`config.mk`:
```
export PLATFORM = sky130hd
export DESIGN_NAME = jtag_bsu
export DESIGN_NICKNAME = d
export VERILOG_FILES = /design/src/rtl/jtag_bsu_pkg.sv /design/src/rtl/jtag_bsu_ir.sv /design/src/rtl/jtag_bsu_idbyp.sv /design/src/rtl/jtag_bsu_chain.sv /design/src/rtl/jtag_bsu.sv
export SDC_FILE = /design/constraint.sdc
export NUM_CORES = 1
export LEC_CHECK = 0
export BUFFER_PORTS_ARGS = -buffer_cell sky130_fd_sc_hd__buf_2
export CORE_ASPECT_RATIO = 1.4
export CORE_UTILIZATION = 35
export CTS_BUF_LIST = sky130_fd_sc_hd__clkbuf_8 sky130_fd_sc_hd__clkbuf_16
export DETAILED_ROUTE_END_ITERATION = 7
export GPL_TIMING_DRIVEN = 0
export PLACE_DENSITY_LB_ADDON = 0.2
export SLEW_MARGIN = 0
export SYNTH_ARGS = -nofsm -noshare
export SYNTH_HDL_FRONTEND = slang
export SYNTH_SLANG_ARGS = --single-unit
```
`constraint.sdc`:
```
create_clock -name tck -period 2.15 [get_ports tck]
set_input_delay 0.215 -clock tck [delete_from_list [all_inputs] [get_ports tck]]
set_output_delay 0.215 -clock tck [all_outputs]
set_load 0.05 [all_outputs]
```
`src/rtl/jtag_bsu_pkg.sv`:
```
`timescale 1ns/1ps
package jtag_bsu_pkg;
  localparam int unsigned OP_W = 4;

  localparam logic [OP_W-1:0] OP_EXTEST  = 4'b0000;
  localparam logic [OP_W-1:0] OP_SAMPRE  = 4'b0001;
  localparam logic [OP_W-1:0] OP_IDCODE  = 4'b0010;
  localparam logic [OP_W-1:0] OP_RUNBIST = 4'b0111;
  localparam logic [OP_W-1:0] OP_BYPASS  = 4'b1111;

  // fixed pattern captured into the instruction shift stage
  localparam logic [OP_W-1:0] IR_CAPTURE = 4'b0001;

  typedef enum logic [1:0] {
    SEL_BSR = 2'd0,
    SEL_ID  = 2'd1,
    SEL_BYP = 2'd2
  } dr_sel_e;
endpackage

```
`src/rtl/jtag_bsu_ir.sv`:
```
`timescale 1ns/1ps
module jtag_bsu_ir
  import jtag_bsu_pkg::*;
(
  input  logic            tck,
  input  logic            rst_n,
  input  logic            st_tlr,
  input  logic            st_capture_ir,
  input  logic            st_shift_ir,
  input  logic            st_update_ir,
  input  logic            tdi,
  output logic            ir_lsb,
  output logic [OP_W-1:0] op,
  output dr_sel_e         sel,
  output logic            drive_pins,
  output logic            bist_go
);
  logic [OP_W-1:0] ir_sh;

  // rising edge: capture and shift
  always_ff @(posedge tck or negedge rst_n) begin
    if (!rst_n)             ir_sh <= IR_CAPTURE;
    else if (st_capture_ir) ir_sh <= IR_CAPTURE;
    else if (st_shift_ir)   ir_sh <= {tdi, ir_sh[OP_W-1:1]};
  end

  // falling edge: instruction takes effect
  always_ff @(negedge tck or negedge rst_n) begin
    if (!rst_n)            op <= OP_IDCODE;
    else if (st_tlr)       op <= OP_IDCODE;
    else if (st_update_ir) op <= ir_sh;
  end

  assign ir_lsb = ir_sh[0];

  always_comb begin
    sel        = SEL_BYP;
    drive_pins = 1'b0;
    bist_go    = 1'b0;
    case (op)
      OP_EXTEST: begin
        sel        = SEL_BSR;
        drive_pins = 1'b1;
      end
      OP_SAMPRE:  sel = SEL_BSR;
      OP_IDCODE:  sel = SEL_ID;
      OP_RUNBIST: bist_go = 1'b1;
      default:    sel = SEL_BYP;
    endcase
  end
endmodule

```
`src/rtl/jtag_bsu_idbyp.sv`:
```
`timescale 1ns/1ps
module jtag_bsu_idbyp
  import jtag_bsu_pkg::*;
#(
  parameter int unsigned   ID_W    = 32,
  parameter logic [ID_W-1:0] ID_CODE = '1
)(
  input  logic    tck,
  input  logic    rst_n,
  input  logic    st_capture_dr,
  input  logic    st_shift_dr,
  input  dr_sel_e sel,
  input  logic    tdi,
  output logic    id_lsb,
  output logic    byp_lsb
);
  localparam logic [ID_W-1:0] ID_VAL = {ID_CODE[ID_W-1:1], 1'b1};

  logic [ID_W-1:0] id_sh;
  logic            byp_q;

  always_ff @(posedge tck or negedge rst_n) begin
    if (!rst_n) begin
      id_sh <= ID_VAL;
    end else if (sel == SEL_ID) begin
      if (st_capture_dr)    id_sh <= ID_VAL;
      else if (st_shift_dr) id_sh <= {tdi, id_sh[ID_W-1:1]};
    end
  end

  always_ff @(posedge tck or negedge rst_n) begin
    if (!rst_n) begin
      byp_q <= 1'b0;
    end else if (sel == SEL_BYP) begin
      if (st_capture_dr)    byp_q <= 1'b0;
      else if (st_shift_dr) byp_q <= tdi;
    end
  end

  assign id_lsb  = id_sh[0];
  assign byp_lsb = byp_q;
endmodule

```
`src/rtl/jtag_bsu_chain.sv`:
```
`timescale 1ns/1ps
module jtag_bsu_chain #(
  parameter int unsigned N_IN  = 4,
  parameter int unsigned N_OUT = 4
)(
  input  logic             tck,
  input  logic             rst_n,
  input  logic             st_capture_dr,
  input  logic             st_shift_dr,
  input  logic             st_update_dr,
  input  logic             chain_en,
  input  logic             drive_pins,
  input  logic             tdi,
  input  logic [N_IN-1:0]  pin_in,
  input  logic [N_OUT-1:0] core_out,
  output logic [N_OUT-1:0] pin_out,
  output logic             chain_lsb
);
  localparam int unsigned LEN = N_IN + N_OUT;

  logic [LEN-1:0]   sh_q;
  logic [N_OUT-1:0] upd_q;

  for (genvar g = 0; g < LEN; g++) begin : g_cell
    logic cap_v;
    logic nxt_v;
    if (g < N_IN) begin : g_in
      assign cap_v = pin_in[g];
    end else begin : g_out
      assign cap_v = pin_out[g-N_IN];
    end
    if (g == LEN-1) begin : g_head
      assign nxt_v = tdi;
    end else begin : g_link
      assign nxt_v = sh_q[g+1];
    end

    always_ff @(posedge tck or negedge rst_n) begin
      if (!rst_n)                         sh_q[g] <= 1'b0;
      else if (chain_en && st_capture_dr) sh_q[g] <= cap_v;
      else if (chain_en && st_shift_dr)   sh_q[g] <= nxt_v;
    end
  end

  // update (slave) stage exists only for output cells
  for (genvar j = 0; j < N_OUT; j++) begin : g_upd
    always_ff @(negedge tck or negedge rst_n) begin
      if (!rst_n)                        upd_q[j] <= 1'b0;
      else if (chain_en && st_update_dr) upd_q[j] <= sh_q[N_IN+j];
    end
    assign pin_out[j] = drive_pins ? upd_q[j] : core_out[j];
  end

  assign chain_lsb = sh_q[0];
endmodule

```
`src/rtl/jtag_bsu.sv`:
```
`timescale 1ns/1ps
module jtag_bsu
  import jtag_bsu_pkg::*;
#(
  parameter int unsigned N_IN    = 4,
  parameter int unsigned N_OUT   = 4,
  parameter logic [31:0] ID_CODE = 32'h1A2B_3C4D
)(
  input  logic             tck,
  input  logic             rst_n,
  input  logic             st_tlr,
  input  logic             st_capture_ir,
  input  logic             st_shift_ir,
  input  logic             st_update_ir,
  input  logic             st_capture_dr,
  input  logic             st_shift_dr,
  input  logic             st_update_dr,
  input  logic             tdi,
  output logic             tdo,
  output logic             tdo_en,
  output logic [3:0]       active_op,
  output logic             bist_go,
  input  logic [N_OUT-1:0] core_out,
  output logic [N_OUT-1:0] pin_out,
  input  logic [N_IN-1:0]  pin_in,
  output logic [N_IN-1:0]  core_in
);
  dr_sel_e sel;
  logic    ir_lsb, id_lsb, byp_lsb, chain_lsb, dr_lsb, drive_pins;

  jtag_bsu_ir u_ir (
    .tck(tck), .rst_n(rst_n), .st_tlr(st_tlr),
    .st_capture_ir(st_capture_ir), .st_shift_ir(st_shift_ir),
    .st_update_ir(st_update_ir), .tdi(tdi), .ir_lsb(ir_lsb),
    .op(active_op), .sel(sel), .drive_pins(drive_pins), .bist_go(bist_go)
  );

  jtag_bsu_idbyp #(.ID_W(32), .ID_CODE(ID_CODE)) u_idbyp (
    .tck(tck), .rst_n(rst_n), .st_capture_dr(st_capture_dr),
    .st_shift_dr(st_shift_dr), .sel(sel), .tdi(tdi),
    .id_lsb(id_lsb), .byp_lsb(byp_lsb)
  );

  jtag_bsu_chain #(.N_IN(N_IN), .N_OUT(N_OUT)) u_chain (
    .tck(tck), .rst_n(rst_n), .st_capture_dr(st_capture_dr),
    .st_shift_dr(st_shift_dr), .st_update_dr(st_update_dr),
    .chain_en(sel == SEL_BSR), .drive_pins(drive_pins), .tdi(tdi),
    .pin_in(pin_in), .core_out(core_out), .pin_out(pin_out),
    .chain_lsb(chain_lsb)
  );

  always_comb begin
    case (sel)
      SEL_BSR: dr_lsb = chain_lsb;
      SEL_ID:  dr_lsb = id_lsb;
      default: dr_lsb = byp_lsb;
    endcase
  end

  // serial output moves on the falling edge
  always_ff @(negedge tck or negedge rst_n) begin
    if (!rst_n) begin
      tdo    <= 1'b0;
      tdo_en <= 1'b0;
    end else begin
      tdo_en <= st_shift_ir | st_shift_dr;
      if (st_shift_ir)      tdo <= ir_lsb;
      else if (st_shift_dr) tdo <= dr_lsb;
    end
  end

  // input pins go straight to the core
  assign core_in = pin_in;
endmodule

```
**Word-level counts from Yosys, hierarchy flattened**

Index checks and enable logic that the tools add are counted.

- Reduce and logical (&&, ||, !) cells: 13
- Bitwise logic cells: 1
- Equal/unequal tests: 5
- Multiplexer cells: 34

Operators with widths:

| kind | count |
|---|---|
| $mux W32 | 2 |
| $mux W1 | 26 |
| $mux W4 | 4 |
| $reduce_bool A2 Y1 | 5 |
| $eq A4 B1 Y1 const B | 1 |
| $eq A4 B2 Y1 const B | 1 |
| $eq A4 B3 Y1 const B | 1 |
| $logic_not A4 Y1 | 1 |
| $pmux W2 S2 | 1 |
| $reduce_and A2 Y1 | 2 |
| $logic_and A1 B1 Y1 | 3 |
| $eq A2 B1 Y1 const B | 1 |
| $eq A2 B2 Y1 const B | 1 |
| $logic_not A2 Y1 | 1 |
| $pmux W1 S2 | 1 |
| $reduce_or A2 Y1 | 1 |
| $or A1 B1 Y1 | 1 |

- Output and inout port bits: 15
- Flip-flop bits (word level): 55
- Logic and storage cells: 71
- Bits of input ports: 18

**Logic depth before layout (Yosys ltp)**

Gate-level depths: netlist of the first run.

- Word-level depth: 7
- Mapped depth: 4
- Gate-level depth less buffers: 3

**Cells and area by module**

From an unflattened synthesis of the first run, not the netlist that was laid out.

- Cells, all modules: 249
- Area total of the unflattened synthesis: 2534.9 um^2

Modules (own cells, without submodules):

| module | cells an instance | seq. area each (um^2) | area each (um^2) | instances |
|---|---|---|---|---|
| jtag_bsu_idbyp | 150 | 844.6 | 1426.4 | 1 |
| jtag_bsu_chain | 54 | 300.3 | 596.8 | 1 |
| jtag_bsu_ir | 31 | 202.7 | 374.1 | 1 |
| jtag_bsu | 14 | 50.0 | 137.6 | 1 |

==> metrics.md, run 1 <==
| Metric | Value |
|---|---|
| Outcome | complete, but fails checks |
| Violated checks | setup timing |
| Slew margin rel. | 0.182 |
| Total grt overflow | 0 |
| Yosys warns | 0 |
| Area Overhead vs Synth | 33.6% |
| Sequential cell area fraction in the yosys report | 0.523 |
| Post-Synth XOR/XNOR Area | 0 |
| Pleak | ~1.7 nW |
| Worst path slowest cell | dfstp_4 |
| Mux share of post-synthesis cell area | 0.184 |
| Avg Inst Size Synth | 11.5 sq um |
| Post-DP HPWL | around 3.7 mm |
| DRC violations left | 0 |
| Hold Path Class | in -> reg |
| Vias in the first global route | around 2000 |
| Worst setup EP type | primary output |
| Num CTS Buffers | 5 |
| Starting density of the core | 0.363 |
| Slew Limit Fails | 0 |
| TritonCTS clock tree | yes |
| # port buffers | 30 |
| Clk root buf | clkbuf_8 |
| Final #Nets | 308 |
| Worst Path Required | 1.93 ns |
| Synth Area in Simple Gates | 0.130 |
| CP arrival | approximately 2.9 ns |
| Post-synth ARST share | 1.00 |
| Worst Min Path Start | st_capture_ir |
| Vias per cell | between 4 and 5 |
| CTS HTree Levels | 2 |
| Cell Rows | 37 |
| Post-route antenna net violation count | 0 |
| Clock Sinks | 55 |
| Post-cts hold buffer count | 0 |
| RSZ-0062 raised after global routing | true |
| Reg2reg path depth | 6 |
| Top delay family on crit path | flip-flops |
| WHS Path Cells | 2 |
| Worst setup path category | reg -> out |
| Worst reg2reg startpoint | u_ir.op[1] |
| Global Route Usage Sum | 0.161 |
| Cell variety after synth | 33 |
| Synth Instances | 232 |
| Initial DRT Pass Iterations | 4 |
| Die ar. | 0.00799 sq mm |
| Via Count | 1866 |
| Die Ht | 105 um |
| First-pass GRT wire length | 9.68 mm |
| Fillcell total | 648 |
| Main synth FF type | dfrtp_1 |
| Worst-path fanout max | 4 |
| R2r endpoint | u_idbyp.id_sh[23] |
| Buffers & Inverters on Critical Path | 3 |
| Compound-gate portion of the synthesized area | 0.0904 |
| Synth Net Count | 250 |
| Number of synthesized register bits | 55 |
| Worst skew pair latency | 0.36 ns |
| Die Wd | 75.8 um |
| RePlAce Congestion | 0.710 |
| Power Dens Cells | roughly 850 mW/mm^2 |
| Initial antenna violation count | 0 |
| Endpoints failing hold | 0 |
| Syn Std Cell Area | 0.00267 sq mm |
| DRT iter0 DRCs | 46 |
| Wire per inst | 14.7 um |
| Largest family of logic cells by synthesized area | multiplexers |
| Max Buffers Root-to-Sink | 2 |
| Post-synth EDFFs | 0 |
| Core Area | 0.00736 sq mm |
| Reg2Reg Setup Slack | -0.83 ns |
| Crit-path most repeated cell | buf_4 |
| Max_cap viols | 0 |
| Worst-margin pin slew | 1.23 ns |
| Pin count of the biggest net entering global routing | 56 |
| CP Launch Type | register |
| Share of cells above drive strength 1 | 0.457 |
| Setup ws final | -0.919 ns |
| Final Setup Violations | 52 |
| # IOs | 33 |
| Number of diodes | 0 |
| Hold EP | u_ir.ir_sh[1] |
| Util after Layout | 0.485 |
| Worst Clk Skew | 0.0630 ns |
| Largest stage delay on the critical path | 0.64 ns |
| WL final | about 5.7 mm |
| Adder-Cell Fraction of Synth Area | 0 |
| Overall Power | roughly 3.0 mW |
| Crit path cell chain | nor4_4 -> buf_4 -> mux2_4 -> buf_4 -> buf_6 |
| Max VDD drop | 420 uV |
| Clock transition at path regs | 0.10 ns |
-- layout make-up --
| cell class | instances | area (sq um) | area share |
|---|---|---|---|
| plain buffers | 20 | 159 | 0.0445 |
| clock buffers | 5 | 68.8 | 0.0193 |
| clock inverters | 4 | 17.5 | 0.00491 |
| inverters | 17 | 63.8 | 0.0179 |
| multi-input cells | 138 | 1230 | 0.345 |
| flip-flops and latches | 55 | 1400 | 0.393 |
| well taps | 97 | 121 | 0.0340 |
| repair buffers | 52 | 504 | 0.141 |
-- power by group --
group	internal (mW)	leakage [nW]	switching (mW)
Sequential	1.35	0.657	0.147
Clock	0.226	0.0564	0.339
Combinational	0.553	0.984	0.428
-- through the flow --
step	setup TNS (ns)	cell area [sq um]	hold WS (ns)	setup WS (ns)	std cells
3_3_place_gp	-31.65	3030	0.425	-0.799	359
6_report	-35.73	3570	0.100	-0.919	388
3_5_place_dp	-32.65	3030	0.429	-0.803	359
4_1_cts	-35.55	3490	0.0974	-0.913	387
2_1_floorplan	-28.38	2760	-0.0806	-0.735	232
5_1_grt	-38.54	3570	0.0939	-0.971	388
-- timing repair --
action | 4_1_cts | 5_1_grt
gates resized for setup | 57 | 19
endpoints found under the setup margin | 52 | 53
buffers inserted | 19 | 3
pin swaps | 10 | 4
gates cloned | 2 | 0
-- routing by layer --
layer	global-route usage	wire length [um]
met1	0.194	2500
met2	0.281	2970
met3	0.0315	168
met4	0.0437	76
met5	0	0
-- synthesized netlist by cell type (4+ instances only) --
master	instances	area, sq um
a31oi_1	5	31.3
o21ai_0	5	25.0
nor2b_1	18	113
a221o_1	4	40.0
clkbuf_1	7	26.3
dfrtn_1	9	225
mux2_2	22	248
a22oi_1	5	37.5
o31a_1	4	35.0
inv_1	18	67.6
buf_4	11	82.6
mux2i_1	21	210
dfrtp_1	29	726
nor2_1	31	116
dfstp_2	17	447
-- worst max path at each step --
stage,start,to,slack [ns],cells past startpoint
6_report,u_ir.op[1],pin_out[0],-0.92,5
5_1_grt,u_ir.op[1],pin_out[3],-0.97,5
4_1_cts,u_ir.op[1],pin_out[3],-0.91,5
3_5_place_dp,u_ir.op[1],pin_out[3],-0.80,4
3_3_place_gp,u_ir.op[1],pin_out[1],-0.80,4
2_1_floorplan,u_ir.op[0],u_chain.g_cell[3].nxt_v,-0.74,3
-- layout by cell type (no fill, tap or decap), types with 4 or more instances in the layout --
cell / synthesis / routed
clkbuf_8: 0 / 5
mux2_4: 0 / 19
o21ai_1: 1 / 4
mux2i_1: 21 / 16
dfstp_2: 17 / 16
clkbuf_1: 7 / 6
dfrtp_1: 29 / 29
a31oi_1: 5 / 5
buf_6: 0 / 16
a22oi_2: 0 / 4
a221o_1: 4 / 4
buf_8: 0 / 8
mux2i_2: 0 / 4
nor2_1: 31 / 31
buf_2: 3 / 20
inv_1: 18 / 20
dfrtn_1: 9 / 9
mux2_2: 22 / 6
nor2b_1: 18 / 18
buf_4: 11 / 16
o31a_1: 4 / 4
-- kinds of logic after synthesis --
| logic type | Yosys count |
|---|---|
| AOI/OAI and AO/OA | 32 |
| buffers and inverters | 39 |
| DFF | 55 |
| muxes | 46 |
| and+or+nand+nor | 60 |
-- state kept, by name, indices dropped and copies added, names as in the netlist --
register              cells
u_ir.ir_sh                4
u_chain.chain_lsb         1
u_chain.g_cell.nxt_v      7
tdo                       1
u_idbyp.id_sh            32
u_ir.op                   4
u_chain.upd_q             4
tdo_en                    1
u_idbyp.byp_lsb           1
Power figures use the tool's default switching activity.
==> run 2: changes to the inputs <==
--- a/config.mk
+++ b/config.mk
@@ -12,6 +12,7 @@
 export DETAILED_ROUTE_END_ITERATION = 7
 export GPL_TIMING_DRIVEN = 0
 export PLACE_DENSITY_LB_ADDON = 0.2
+export SETUP_SLACK_MARGIN = 0.2
 export SLEW_MARGIN = 0
 export SYNTH_ARGS = -nofsm -noshare
 export SYNTH_HDL_FRONTEND = slang
==> run 2 against run 1 <==
  * The flow still finishes with violations (setup timing)
  * Clock power up 28%
  * Worst setup slack worse by 0.052 ns
  * Register-to-register slack better by 0.08 ns
  * Cell area up 0.14%
  * Routed wire length up 2.1%
  * Non-clock buffer count up 3
  * Critical path depth unchanged
  * Clock skew down 0.0028 ns
  * Combinational power down 3.4%
  * Flip-flop and latch count unchanged
  * Critical endpoint unchanged
==> metrics.md, run 2 (synthesis gave the netlist of run 1 again) <==
| Metric | Value |
|---|---|
| Post-DP HPWL | roughly 3.6 mm |
| Sw Pwr | ~900 uW |
| Final Setup Violations | 52 |
| CP arrival | 2.91 ns |
| CTS HTree Levels | 2 |
| Die ar. | 0.00799 sq mm |
| Core Area | 0.00736 sq mm |
| Clock Sinks | 55 |
| Die Ht | 105 um |
| TritonCTS clock tree | yes |
| Largest stage delay on the critical path | 0.39 ns |
| Vias in the first global route | 2022 |
| Slew margin rel. | 0.654 |
| Starting density of the core | 0.363 |
| Pin count of the biggest net entering global routing | 30 |
| Clock power share | 0.229 |
| Initial antenna violation count | 0 |
| RePlAce Congestion | 0.700 |
| Worst-margin pin slew | between 0.5 and 0.6 ns |
| DRT iter0 DRCs | 103 |
| Commonest cells after routing, fill and taps aside | nor2_1, dfrtp_1, buf_4 |
| Max_cap viols | 0 |
| Total grt overflow | 0 |
| Worst Clk Skew | 0.0602 ns |
| RSZ-0062 raised after global routing | true |
| Clk root buf | clkbuf_8 |
| CP Launch Type | register |
| Endpoints failing hold | 0 |
| Worst path slowest cell | dfrtn_1 |
| Cell Rows | 37 |
| Worst-path fanout max | 4 |
| P_int | ~2.3 mW |
| Worst skew pair latency | 0.36 ns |
| Outcome | complete, but fails checks |
| Setup ws final | -0.971 ns |
| Number of cells on the critical path | 5 |
| Hold Path Class | in -> reg |
| Wire per inst | between 10 and 15 um |
| Global Route Usage Sum | 0.162 |
| Crit-path most repeated cell | buf_4 |
| DRC violations left | 0 |
| Reg2reg path depth | 7 |
| Worst setup path category | reg -> out |
| Area Overhead vs Synth | 33.8% |
| Post-route antenna net violation count | 0 |
| Buffers & Inverters on Critical Path | 3 |
| Max reg flops | 32 |
| Worst Path Required | roughly 1.9 ns |
| Crit path cell chain | nor4_4 -> buf_4 -> mux2_2 -> buf_4 -> buf_6 |
| Violated checks | setup timing |
| Via Count | ~1900 |
| Power Dens Cells | 883 mW/mm^2 |
| Share of cells above drive strength 1 | 0.459 |
| Final #Nets | 311 |
| # IOs | 33 |
| Num CTS Buffers | 5 |
| WL final | 5.83 mm |
| Max VDD drop | 378 uV |
| Most common cell after layout, fill and taps aside | nor2_1 |
| Sequential share of power | 0.471 |
| Reg2Reg Setup Slack | -0.75 ns |
| Top reg by flops | u_idbyp.id_sh |
| Die Wd | 75.8 um |
| Pleak | 1.71 nW |
| Non-Filler Instances | 391 |
| Top delay family on crit path | buffers and inverters |
| Initial DRT Pass Iterations | 4 |
| Placed cell count | 359 |
| Slew Limit Fails | 0 |
| # port buffers | 30 |
| Worst setup EP type | primary output |
| Max Buffers Root-to-Sink | 2 |
| Vias per cell | 4.90 |
| First-pass GRT wire length | roughly 9.7 mm |
| Switching share of power | 0.285 |
| Comb pwr share | 0.300 |
| Clock transition at path regs | 0.10 ns |
| Number of diodes | 0 |
| Util after Layout | 0.485 |
| WHS Path Cells | 2 |
==> run 2: cell count changes in the layout (fill, tap and decap cells not counted), moves of 2 or more <==
| cell | before | now |
|---|---|---|
| buf_4 | 16 | 23 |
| mux2_2 | 6 | 10 |
| mux2i_2 | 4 | 0 |
| mux2i_1 | 16 | 21 |
| mux2_4 | 19 | 15 |
| inv_1 | 20 | 18 |
==> run 2: area by class of cell <==
cell class	instances	area [sq um]
clock inverters	3	38.8
flip-flops and latches	55	1400
inverters	17	63.8
clock buffers	6	82.6
fillers	666	3790
repair buffers	54	499
plain buffers	21	169
multi-input cells	138	1200
well taps	97	121
==> run 2: timing repair <==
action                                  CTS  global route
hold endpoints to repair                 29             0
gates resized for setup                  55             7
hold buffers                              1             0
pin swaps                                11             5
setup buffers                            17             4
endpoints found under the setup margin   62            57
cloned                                    2             0
==> run 2: layer usage <==
layer,vias to the layer above,global-route usage,part of all wire
met5,-,0,0
met2,29,0.288,0.53
met1,968,0.192,0.43
met4,0,0.0437,0.012
li1,910,-,-
met3,8,0.0287,0.025
==> run 2: worst paths after layout <==
path / to / startpoint
hold reg to reg: u_chain.upd_q[0] / u_chain.upd_q[0]
setup reg to reg: u_idbyp.id_sh[7] / u_ir.op[1]
min in group asynchronous: u_idbyp.id_sh[16] / rst_n
max in group asynchronous: u_ir.op[1] / rst_n
setup / recovery: pin_out[0] / u_ir.op[3]
hold / removal: u_ir.ir_sh[1] / st_capture_ir
==> run 2: per-stage QoR <==
stage	hold slack (ns)	instance area [sq um]	setup WS (ns)	power (mW)	setup TNS [ns]
2_1_floorplan	-0.0806	2770	-0.735	2.11	-28.37
3_3_place_gp	0.426	3040	-0.800	2.28	-31.49
3_5_place_dp	0.423	3040	-0.804	2.30	-32.30
4_1_cts	0.0867	3500	-0.915	3.16	-35.70
5_1_grt	0.0925	3570	-1.02	3.34	-35.89
6_report	0.0957	3570	-0.971	3.16	-32.58
==> run 2: power groups by stage <==
stage                     logic (mW)  registers, mW  clock network [mW]
after floorplan                0.614           1.50             0.00579
after global placement         0.769           1.51             0.00579
after detailed placement       0.780           1.51             0.00579
after CTS                      0.926           1.49               0.749
after global routing            1.04           1.52               0.783
final                          0.947           1.49               0.723
